File: src/rtl/exc_pkg.sv
package exc_pkg;

  // Field positions in the cause word
  localparam int CODE_LSB  = 2;
  localparam int CODE_W    = 5;
  localparam int CE_LSB    = 28;
  localparam int CE_W      = 2;
  localparam int IV_BIT    = 23;
  localparam int DBG_FLAGS = 6;
  localparam int KIND_W    = 5;

  // Kind codes (general kinds equal their cause code)
  localparam logic [KIND_W-1:0] K_INT   = 5'd0;
  localparam logic [KIND_W-1:0] K_TLBLD = 5'd2;
  localparam logic [KIND_W-1:0] K_TLBST = 5'd3;
  localparam logic [KIND_W-1:0] K_COPU  = 5'd11;
  localparam logic [KIND_W-1:0] K_NMI   = 5'd16;
  localparam logic [KIND_W-1:0] K_SRST  = 5'd17;
  localparam logic [KIND_W-1:0] K_STEP  = 5'd19;
  localparam logic [KIND_W-1:0] K_DINT  = 5'd20;
  localparam logic [KIND_W-1:0] K_DIB   = 5'd21;
  localparam logic [KIND_W-1:0] K_DBP   = 5'd26;
  localparam logic [KIND_W-1:0] K_DDBS  = 5'd27;
  localparam logic [KIND_W-1:0] K_DDBL  = 5'd28;
  localparam logic [KIND_W-1:0] K_CACHE = 5'd30;

  typedef enum logic [1:0] {
    CL_GEN = 2'd0,
    CL_ERR = 2'd1,
    CL_DBG = 2'd2,
    CL_BAD = 2'd3
  } exc_class_e;

endpackage

File: src/rtl/exc_decode.sv
module exc_decode
  import exc_pkg::*;
(
  input  logic [KIND_W-1:0]    kind_i,
  input  logic                 dbg_mode_i,
  output exc_class_e           cls_o,
  output logic [CODE_W-1:0]    code_o,
  output logic [DBG_FLAGS-1:0] dbg_hit_o,
  output logic                 step_o,
  output logic                 nmi_o,
  output logic                 int_o,
  output logic                 tlb_o,
  output logic                 cache_o,
  output logic                 copu_o
);

  always_comb begin
    cls_o     = CL_BAD;
    code_o    = kind_i;
    dbg_hit_o = '0;
    case (kind_i) inside
      K_INT: begin
        if (dbg_mode_i) begin
          cls_o        = CL_DBG;
          dbg_hit_o[1] = 1'b1;
        end else begin
          cls_o = CL_GEN;
        end
      end
      [5'd1:5'd13], 5'd15, 5'd18, [5'd22:5'd25], K_CACHE: cls_o = CL_GEN;
      K_NMI, K_SRST: cls_o = CL_ERR;
      K_STEP: begin cls_o = CL_DBG; dbg_hit_o[0] = 1'b1; end
      K_DINT: begin cls_o = CL_DBG; dbg_hit_o[1] = 1'b1; end
      K_DIB:  begin cls_o = CL_DBG; dbg_hit_o[2] = 1'b1; end
      K_DBP:  begin cls_o = CL_DBG; dbg_hit_o[3] = 1'b1; end
      K_DDBS: begin cls_o = CL_DBG; dbg_hit_o[4] = 1'b1; end
      K_DDBL: begin cls_o = CL_DBG; dbg_hit_o[5] = 1'b1; end
      default: cls_o = CL_BAD;
    endcase
  end

  assign step_o  = (kind_i == K_STEP);
  assign nmi_o   = (kind_i == K_NMI);
  assign int_o   = (kind_i == K_INT) && !dbg_mode_i;
  assign tlb_o   = (kind_i == K_TLBLD) || (kind_i == K_TLBST);
  assign cache_o = (kind_i == K_CACHE);
  assign copu_o  = (kind_i == K_COPU);

endmodule

File: src/rtl/exc_vector.sv
module exc_vector #(
  parameter int          XLEN           = 32,
  parameter logic [31:0] BOOT_GEN_BASE  = 32'hBFC0_0200,
  parameter logic [31:0] OFF_GEN        = 32'h0000_0180,
  parameter logic [31:0] OFF_INT        = 32'h0000_0200,
  parameter logic [31:0] OFF_REFILL     = 32'h0000_0000,
  parameter logic [31:0] OFF_CACHE_BOOT = 32'h0000_0100,
  parameter logic [31:0] OFF_CACHE_RUN  = 32'h2000_0100,
  parameter int          BASE_LOW       = 10
) (
  input  logic            int_i,
  input  logic            iv_i,
  input  logic            tlb_i,
  input  logic            refill_i,
  input  logic            exl_i,
  input  logic            cache_i,
  input  logic            bev_i,
  input  logic [XLEN-1:0] ebase_i,
  output logic [XLEN-1:0] vec_o
);

  localparam logic [XLEN-1:0] LOW_MASK = XLEN'((64'd1 << BASE_LOW) - 64'd1);

  logic [XLEN-1:0] base;
  logic [XLEN-1:0] offset;

  assign base = bev_i ? XLEN'(BOOT_GEN_BASE) : (ebase_i & ~LOW_MASK);

  always_comb begin
    offset = XLEN'(OFF_GEN);
    if (int_i && iv_i)
      offset = XLEN'(OFF_INT);
    else if (tlb_i && refill_i && !exl_i)
      offset = XLEN'(OFF_REFILL);
    else if (cache_i)
      offset = bev_i ? XLEN'(OFF_CACHE_BOOT) : XLEN'(OFF_CACHE_RUN);
  end

  // The run-time cache offset carries past bit 9, so a real add is needed
  assign vec_o = base + offset;

endmodule

File: src/rtl/exc_save_pc.sv
module exc_save_pc #(
  parameter int XLEN       = 32,
  parameter int INSN_BYTES = 4
) (
  input  logic [XLEN-1:0] pc_i,
  input  logic            slot_i,
  output logic [XLEN-1:0] saved_o
);

  // A faulting delay-slot instruction resumes at its branch
  assign saved_o = slot_i ? (pc_i - XLEN'(INSN_BYTES)) : pc_i;

endmodule

File: src/rtl/exc_entry.sv
module exc_entry
  import exc_pkg::*;
#(
  parameter int          XLEN       = 32,
  parameter int          INSN_BYTES = 4,
  parameter int          BASE_LOW   = 10,
  parameter logic [31:0] ERR_VEC    = 32'hBFC0_0000,
  parameter logic [31:0] DBG_VEC    = 32'hBFC0_0480,
  parameter logic [31:0] GEN_BOOT   = 32'hBFC0_0200
) (
  input  logic                 clk,
  input  logic                 rst,
  input  logic                 take_i,
  input  logic [KIND_W-1:0]    kind_i,
  input  logic [XLEN-1:0]      pc_i,
  input  logic                 in_slot_i,
  input  logic [CE_W-1:0]      cop_num_i,
  input  logic                 refill_i,
  input  logic                 exl_i,
  input  logic                 erl_i,
  input  logic                 bev_i,
  input  logic                 nmi_flag_i,
  input  logic                 srst_flag_i,
  input  logic [1:0]           mode_i,
  input  logic [XLEN-1:0]      cause_i,
  input  logic [XLEN-1:0]      ebase_i,
  input  logic [XLEN-1:0]      epc_i,
  input  logic [XLEN-1:0]      errpc_i,
  input  logic [XLEN-1:0]      dbgpc_i,
  input  logic                 dbg_mode_i,
  input  logic [DBG_FLAGS-1:0] dbg_flags_i,
  output logic                 done_o,
  output logic                 bad_o,
  output logic [XLEN-1:0]      pc_o,
  output logic [XLEN-1:0]      epc_o,
  output logic [XLEN-1:0]      errpc_o,
  output logic [XLEN-1:0]      dbgpc_o,
  output logic [XLEN-1:0]      cause_o,
  output logic                 exl_o,
  output logic                 erl_o,
  output logic                 bev_o,
  output logic                 nmi_flag_o,
  output logic                 srst_flag_o,
  output logic [1:0]           mode_o,
  output logic                 dbg_mode_o,
  output logic [DBG_FLAGS-1:0] dbg_flags_o
);

  localparam int          BD_BIT = XLEN - 1;
  localparam logic [1:0]  KERNEL = 2'd0;

  // ---------------- classification ----------------
  exc_class_e           cls;
  logic [CODE_W-1:0]    code;
  logic [DBG_FLAGS-1:0] dbg_hit;
  logic                 is_step, is_nmi, is_int, is_tlb, is_cache, is_copu;

  exc_decode u_dec (
    .kind_i     (kind_i),
    .dbg_mode_i (dbg_mode_i),
    .cls_o      (cls),
    .code_o     (code),
    .dbg_hit_o  (dbg_hit),
    .step_o     (is_step),
    .nmi_o      (is_nmi),
    .int_o      (is_int),
    .tlb_o      (is_tlb),
    .cache_o    (is_cache),
    .copu_o     (is_copu)
  );

  // ---------------- general vector ----------------
  logic [XLEN-1:0] gen_vec;

  exc_vector #(
    .XLEN          (XLEN),
    .BOOT_GEN_BASE (GEN_BOOT),
    .BASE_LOW      (BASE_LOW)
  ) u_vec (
    .int_i    (is_int),
    .iv_i     (cause_i[IV_BIT]),
    .tlb_i    (is_tlb),
    .refill_i (refill_i),
    .exl_i    (exl_i),
    .cache_i  (is_cache),
    .bev_i    (bev_i),
    .ebase_i  (ebase_i),
    .vec_o    (gen_vec)
  );

  // ---------------- resume address ----------------
  logic [XLEN-1:0] resume_pc;

  exc_save_pc #(
    .XLEN       (XLEN),
    .INSN_BYTES (INSN_BYTES)
  ) u_save (
    .pc_i    (pc_i),
    .slot_i  (in_slot_i),
    .saved_o (resume_pc)
  );

  // ---------------- debug flag merge ----------------
  logic [DBG_FLAGS-1:0] dbg_flags_set;

  for (genvar g = 0; g < DBG_FLAGS; g++) begin : g_dflag
    assign dbg_flags_set[g] = dbg_flags_i[g] | dbg_hit[g];
  end

  // ---------------- next state ----------------
  logic                 bad_n;
  logic [XLEN-1:0]      pc_n, epc_n, errpc_n, dbgpc_n, cause_n;
  logic                 exl_n, erl_n, bev_n, nmi_n, srst_n, dbgm_n;
  logic [1:0]           mode_n;
  logic [DBG_FLAGS-1:0] dflags_n;

  always_comb begin
    bad_n    = 1'b0;
    pc_n     = pc_i;
    epc_n    = epc_i;
    errpc_n  = errpc_i;
    dbgpc_n  = dbgpc_i;
    cause_n  = cause_i;
    exl_n    = exl_i;
    erl_n    = erl_i;
    bev_n    = bev_i;
    nmi_n    = nmi_flag_i;
    srst_n   = srst_flag_i;
    mode_n   = mode_i;
    dbgm_n   = dbg_mode_i;
    dflags_n = dbg_flags_i;

    unique case (cls)
      CL_GEN: begin
        pc_n = gen_vec;
        cause_n[CODE_LSB +: CODE_W] = code;
        if (is_copu)
          cause_n[CE_LSB +: CE_W] = cop_num_i;
        if (!exl_i) begin
          epc_n          = resume_pc;
          cause_n[BD_BIT] = in_slot_i;
          exl_n          = 1'b1;
          mode_n         = KERNEL;
        end
      end
      CL_ERR: begin
        pc_n    = XLEN'(ERR_VEC);
        errpc_n = resume_pc;
        erl_n   = 1'b1;
        bev_n   = 1'b1;
        mode_n  = KERNEL;
        if (is_nmi) nmi_n  = 1'b1;
        else        srst_n = 1'b1;
        if (!exl_i) cause_n[BD_BIT] = 1'b0;
      end
      CL_DBG: begin
        pc_n     = XLEN'(DBG_VEC);
        dbgpc_n  = is_step ? pc_i : resume_pc;
        dbgm_n   = 1'b1;
        dflags_n = dbg_flags_set;
        mode_n   = KERNEL;
        if (!exl_i) cause_n[BD_BIT] = 1'b0;
      end
      default: bad_n = 1'b1;
    endcase
  end

  // ---------------- output registers ----------------
  always_ff @(posedge clk) begin
    if (rst) begin
      done_o      <= 1'b0;
      bad_o       <= 1'b0;
      pc_o        <= '0;
      epc_o       <= '0;
      errpc_o     <= '0;
      dbgpc_o     <= '0;
      cause_o     <= '0;
      exl_o       <= 1'b0;
      erl_o       <= 1'b0;
      bev_o       <= 1'b0;
      nmi_flag_o  <= 1'b0;
      srst_flag_o <= 1'b0;
      mode_o      <= '0;
      dbg_mode_o  <= 1'b0;
      dbg_flags_o <= '0;
    end else begin
      done_o <= take_i;
      bad_o  <= take_i && bad_n;
      if (take_i) begin
        pc_o        <= pc_n;
        epc_o       <= epc_n;
        errpc_o     <= errpc_n;
        dbgpc_o     <= dbgpc_n;
        cause_o     <= cause_n;
        exl_o       <= exl_n;
        erl_o       <= erl_n;
        bev_o       <= bev_n;
        nmi_flag_o  <= nmi_n;
        srst_flag_o <= srst_n;
        mode_o      <= mode_n;
        dbg_mode_o  <= dbgm_n;
        dbg_flags_o <= dflags_n;
      end
    end
  end

endmodule

File: config.mk
export PLATFORM = sky130hd
export DESIGN_NAME = exc_entry
export DESIGN_NICKNAME = d
export VERILOG_FILES = /design/src/rtl/exc_pkg.sv /design/src/rtl/exc_decode.sv /design/src/rtl/exc_vector.sv /design/src/rtl/exc_save_pc.sv /design/src/rtl/exc_entry.sv
export SDC_FILE = /design/constraint.sdc
export NUM_CORES = 1
export LEC_CHECK = 0
export ABC_AREA = 1
export BUFFER_PORTS_ARGS = -buffer_cell sky130_fd_sc_hd__buf_2
export CAP_MARGIN = 0
export CORE_AREA = 2 2 153 155
export CTS_CLUSTER_SIZE = 24
export DETAILED_ROUTE_END_ITERATION = 6
export DIE_AREA = 0 0 155 157
export HOLD_SLACK_MARGIN = 0.1
export PLACE_DENSITY = 0.73
export SETUP_SLACK_MARGIN = 0.05
export SYNTH_ARGS = -nofsm -noshare
export SYNTH_HDL_FRONTEND = slang
export SYNTH_SLANG_ARGS = --single-unit
export TNS_END_PERCENT = 20
File: constraint.sdc
create_clock -name clk -period 2.1 [get_ports clk]
set_clock_uncertainty 0.05 [all_clocks]
set_input_delay 0 -clock clk [delete_from_list [all_inputs] [get_ports clk]]
set_output_delay 0 -clock clk [all_outputs]
set_load 0.01 [all_outputs]
==> impl_metrics.ini <==
[grt]
grt_pass1_vias = 12100
grt_pass1_wl_mm = 64.5
antenna_found_initial = 1
track_usage = 0.337
grt_max_degree = 71
gr-total-overflow = 0

[power]
power_density_nw_per_um2 = 639
peakVddDrop_mv = 0.499
finalPower_mw = 9.53
p_leak_nw = 7.05

[logic_synthesis]
yosysWarnings = 0
syn_area_um2 = 9270
syn_avg_cell_area_um2 = 6.61
synth_xor_area_frac = 0.0150
synth_fa_ha_area_frac = 0.0108
synth_top_family_by_area = simple AND/OR/NAND/NOR gates
muxShareOfSynthArea = 0
synthCells = 1402
synthArstFlopShare = 0
synth_edf_count = 0
ys_seq_area_frac = 0.380
synth_ff_type = dfxtp_1
synth_compound_area_frac = 0.218
yosys.area_share.simple = 0.296
synth_seq_cells = 176
synthDistinctLibCells = 48
syn_nets = 1628

[timing]
min_period_over_period = 0.946
max-slew-margin-rel = 0.648
rsz0062_at_grt = yes
timing.fmax_ghz = 0.503
slew_viol_final = 0
worst_slack_ns = 0.113
setup_viol = 0
finalSetupTns_ns = 0
final-hold-violation-count = 0
tightest_slew_ns = 0.522
fin_crit_ns = 1.99

[setup_path]
cpMostUsedCell = nand2_1
start_kind = input pin
cp_num_buf_inv = 3
cp.required_ns = 2.38
worstPathArrival_ns = 2.27
worstSetupPathType = in2reg
path_max_fanout = 4
cp_cell_sequence = dlygate4sd3_1 > buf_2 > inv_1 > ha_1 > nand2_1 > nor2_4 > nand3_4 > nor2_4 > nand3_1 > nand2_1 > nand2_1 > a21oi_1 > nor2_1
cpLargestDelayFamily = simple AND/OR/NAND/NOR gates
slowest_delay_ns = 0.54
end_kind = flop
crit_slowest_cell = dlygate4sd3_1

[cts]
cts_sinks = 176
clock_path_buffers = 2
clkTransAtPathRegs_ns = 0.08
clkLatencyLatePin_ns = 0.43
cts_root_buf = clkbuf_16
numCtsBuffers = 17
htree_levels = 4
cts_tree = done

[detailed_routing]
detail-route-antenna-nets = 0
drcViolationCount = 17
wirelength_mm = 42.7
dr.pass1.iters = 7
wl_per_cell_um = 18.3
vias_per_cell = 5.34
vias = 12400
drt_iter0_markers = 1132

[floorplanning]
initial_utilization = 0.412
coreArea_um2 = 22500
die_x_um = 155
rows = 55
ios = 394
dieArea_um2 = 24300
fp.dieH_um = 157

[finish]
final_nets = 2254
fin_util = 0.663
fin_cells = 2330
seqCellArea_um2 = 3520
n_fill_cell = 1899
area_growth_pct = 60.9
multi_input_area_um2 = 5110
drive_gt1_frac = 0.278

[place]
globalplace.congestion = 0.972
dp_cells = 2077
dpl.hpwl_mm = 29.6
pre_cts_slack_ns = -0.233
io_buffers = 383

[job]
drv_cap = 0

[hold_path]
min_path_type = in2reg

[status]
outcome = finished, violations left
violations = DRC
-- final timing paths --
check	from	to	slack, ns	depth (start not counted)
worst min register to register	epc_o[20]	epc_o[20]	0.42	2
worst min-delay path	pc_i[2]	epc_o[5]	0.14	6
worst max-delay path	pc_i[3]	dbgpc_o[22]	0.11	13
worst max register to register	cause_o[7]	cause_o[7]	0.82	3
-- power by group --
group          leakage [nW]  internal, mW  switching [mW]  total (mW)
sequential             1.45          3.60           0.143        3.74
combinational          5.31          1.14            1.41        2.55
clock                 0.287          1.62            1.61        3.24
total                  7.05          6.36            3.17        9.53
-- flip-flops by register name, summed over array words and instances, names as in the netlist --
register     cells
bad_o            1
bev_o            1
cause_o         32
dbg_flags_o      6
dbg_mode_o       1
dbgpc_o         32
done_o           1
epc_o           32
erl_o            1
errpc_o         32
exl_o            1
mode_o           2
nmi_flag_o       1
pc_o            32
srst_flag_o      1
-- logic make-up (layout without fill, tap and decap cells) --
logic type	after synthesis	in the layout
and+or+nand+nor	651	651
AOI/OAI and AO/OA	370	370
buffers and inverters	182	821
DFF	176	176
xor gates and xnor gates	15	15
adders and majority gates	8	8
other	0	4
-- worst register-to-register path, delay by kind of cell (launching register included) --
family	cells	cell delay, ns
AOI/OAI and AO/OA	1	0.15
buffers and inverters	1	0.58
DFF	1	0.33
and+or+nand+nor	1	0.05
-- through the flow --
step                      hold slack (ns)  cell area [um^2]
final                               0.142             14900
after global routing                0.192             14900
after CTS                           0.122             14800
after detailed placement            0.178             12000
after global placement              0.171             12000
after floorplan                    0.0772              9280
-- cells in the final DEF, fill, tap and decap left out, types with 9 or more instances in the layout --
master / instances
inv_1: 83
inv_2: 9
nand2_1: 321
nor2_4: 11
a21oi_1: 146
nor3_1: 12
buf_2: 382
xor2_1: 11
buf_12: 13
o21ai_0: 139
o211ai_1: 12
a31oi_1: 40
nand3_1: 67
clkbuf_16: 17
buf_4: 82
nor2_1: 197
dfxtp_1: 176
nor2_2: 14
dlygate4sd3_1: 215
-- cell usage after synthesis, drive strengths merged, types with 9 or more instances --
master | number | share of area
nand2 | 327 | 0.13
xor2 | 12 | 0.012
nand3 | 71 | 0.040
nor3 | 16 | 0.011
a21oi | 147 | 0.080
nor2 | 222 | 0.099
o211ai | 12 | 0.0097
inv | 93 | 0.038
clkbuf | 69 | 0.028
a31oi | 40 | 0.027
buf | 17 | 0.012
o21ai | 147 | 0.079
dfxtp | 176 | 0.38
nand4 | 9 | 0.0068
-- layer usage --
metal / share of wire / vias to the layer above / wire (um) / global-route usage
li1: - / 5909 / - / -
met1: 0.41 / 5683 / 17600 / 0.427
met2: 0.47 / 704 / 19900 / 0.565
met3: 0.078 / 136 / 3340 / 0.0584
met4: 0.042 / 2 / 1810 / 0.149
met5: 0.00030 / - / 13 / 0
-- timing repair --
| item | CTS | global route |
|---|---|---|
| resized for setup | 0 | 20 |
| endpoints found under the hold margin | 175 | 0 |
| endpoints found under the setup margin | 0 | 69 |
| buffers inserted | 0 | 2 |
| hold buffers | 215 | 0 |
-- cell type report --
| class | count | share of cell area |
|---|---|---|
| Antenna cell | 4 | 0.000671 |
| Clock buffer | 19 | 0.0297 |
| Clock inverter | 13 | 0.00965 |
| Inverter | 96 | 0.0249 |
| Multi-Input combinational cell | 1044 | 0.343 |
| Sequential cell | 176 | 0.236 |
| Tap cell | 285 | 0.0239 |
| Timing Repair Buffer | 693 | 0.332 |
No activity file was read; power rests on OpenSTA's default activity.
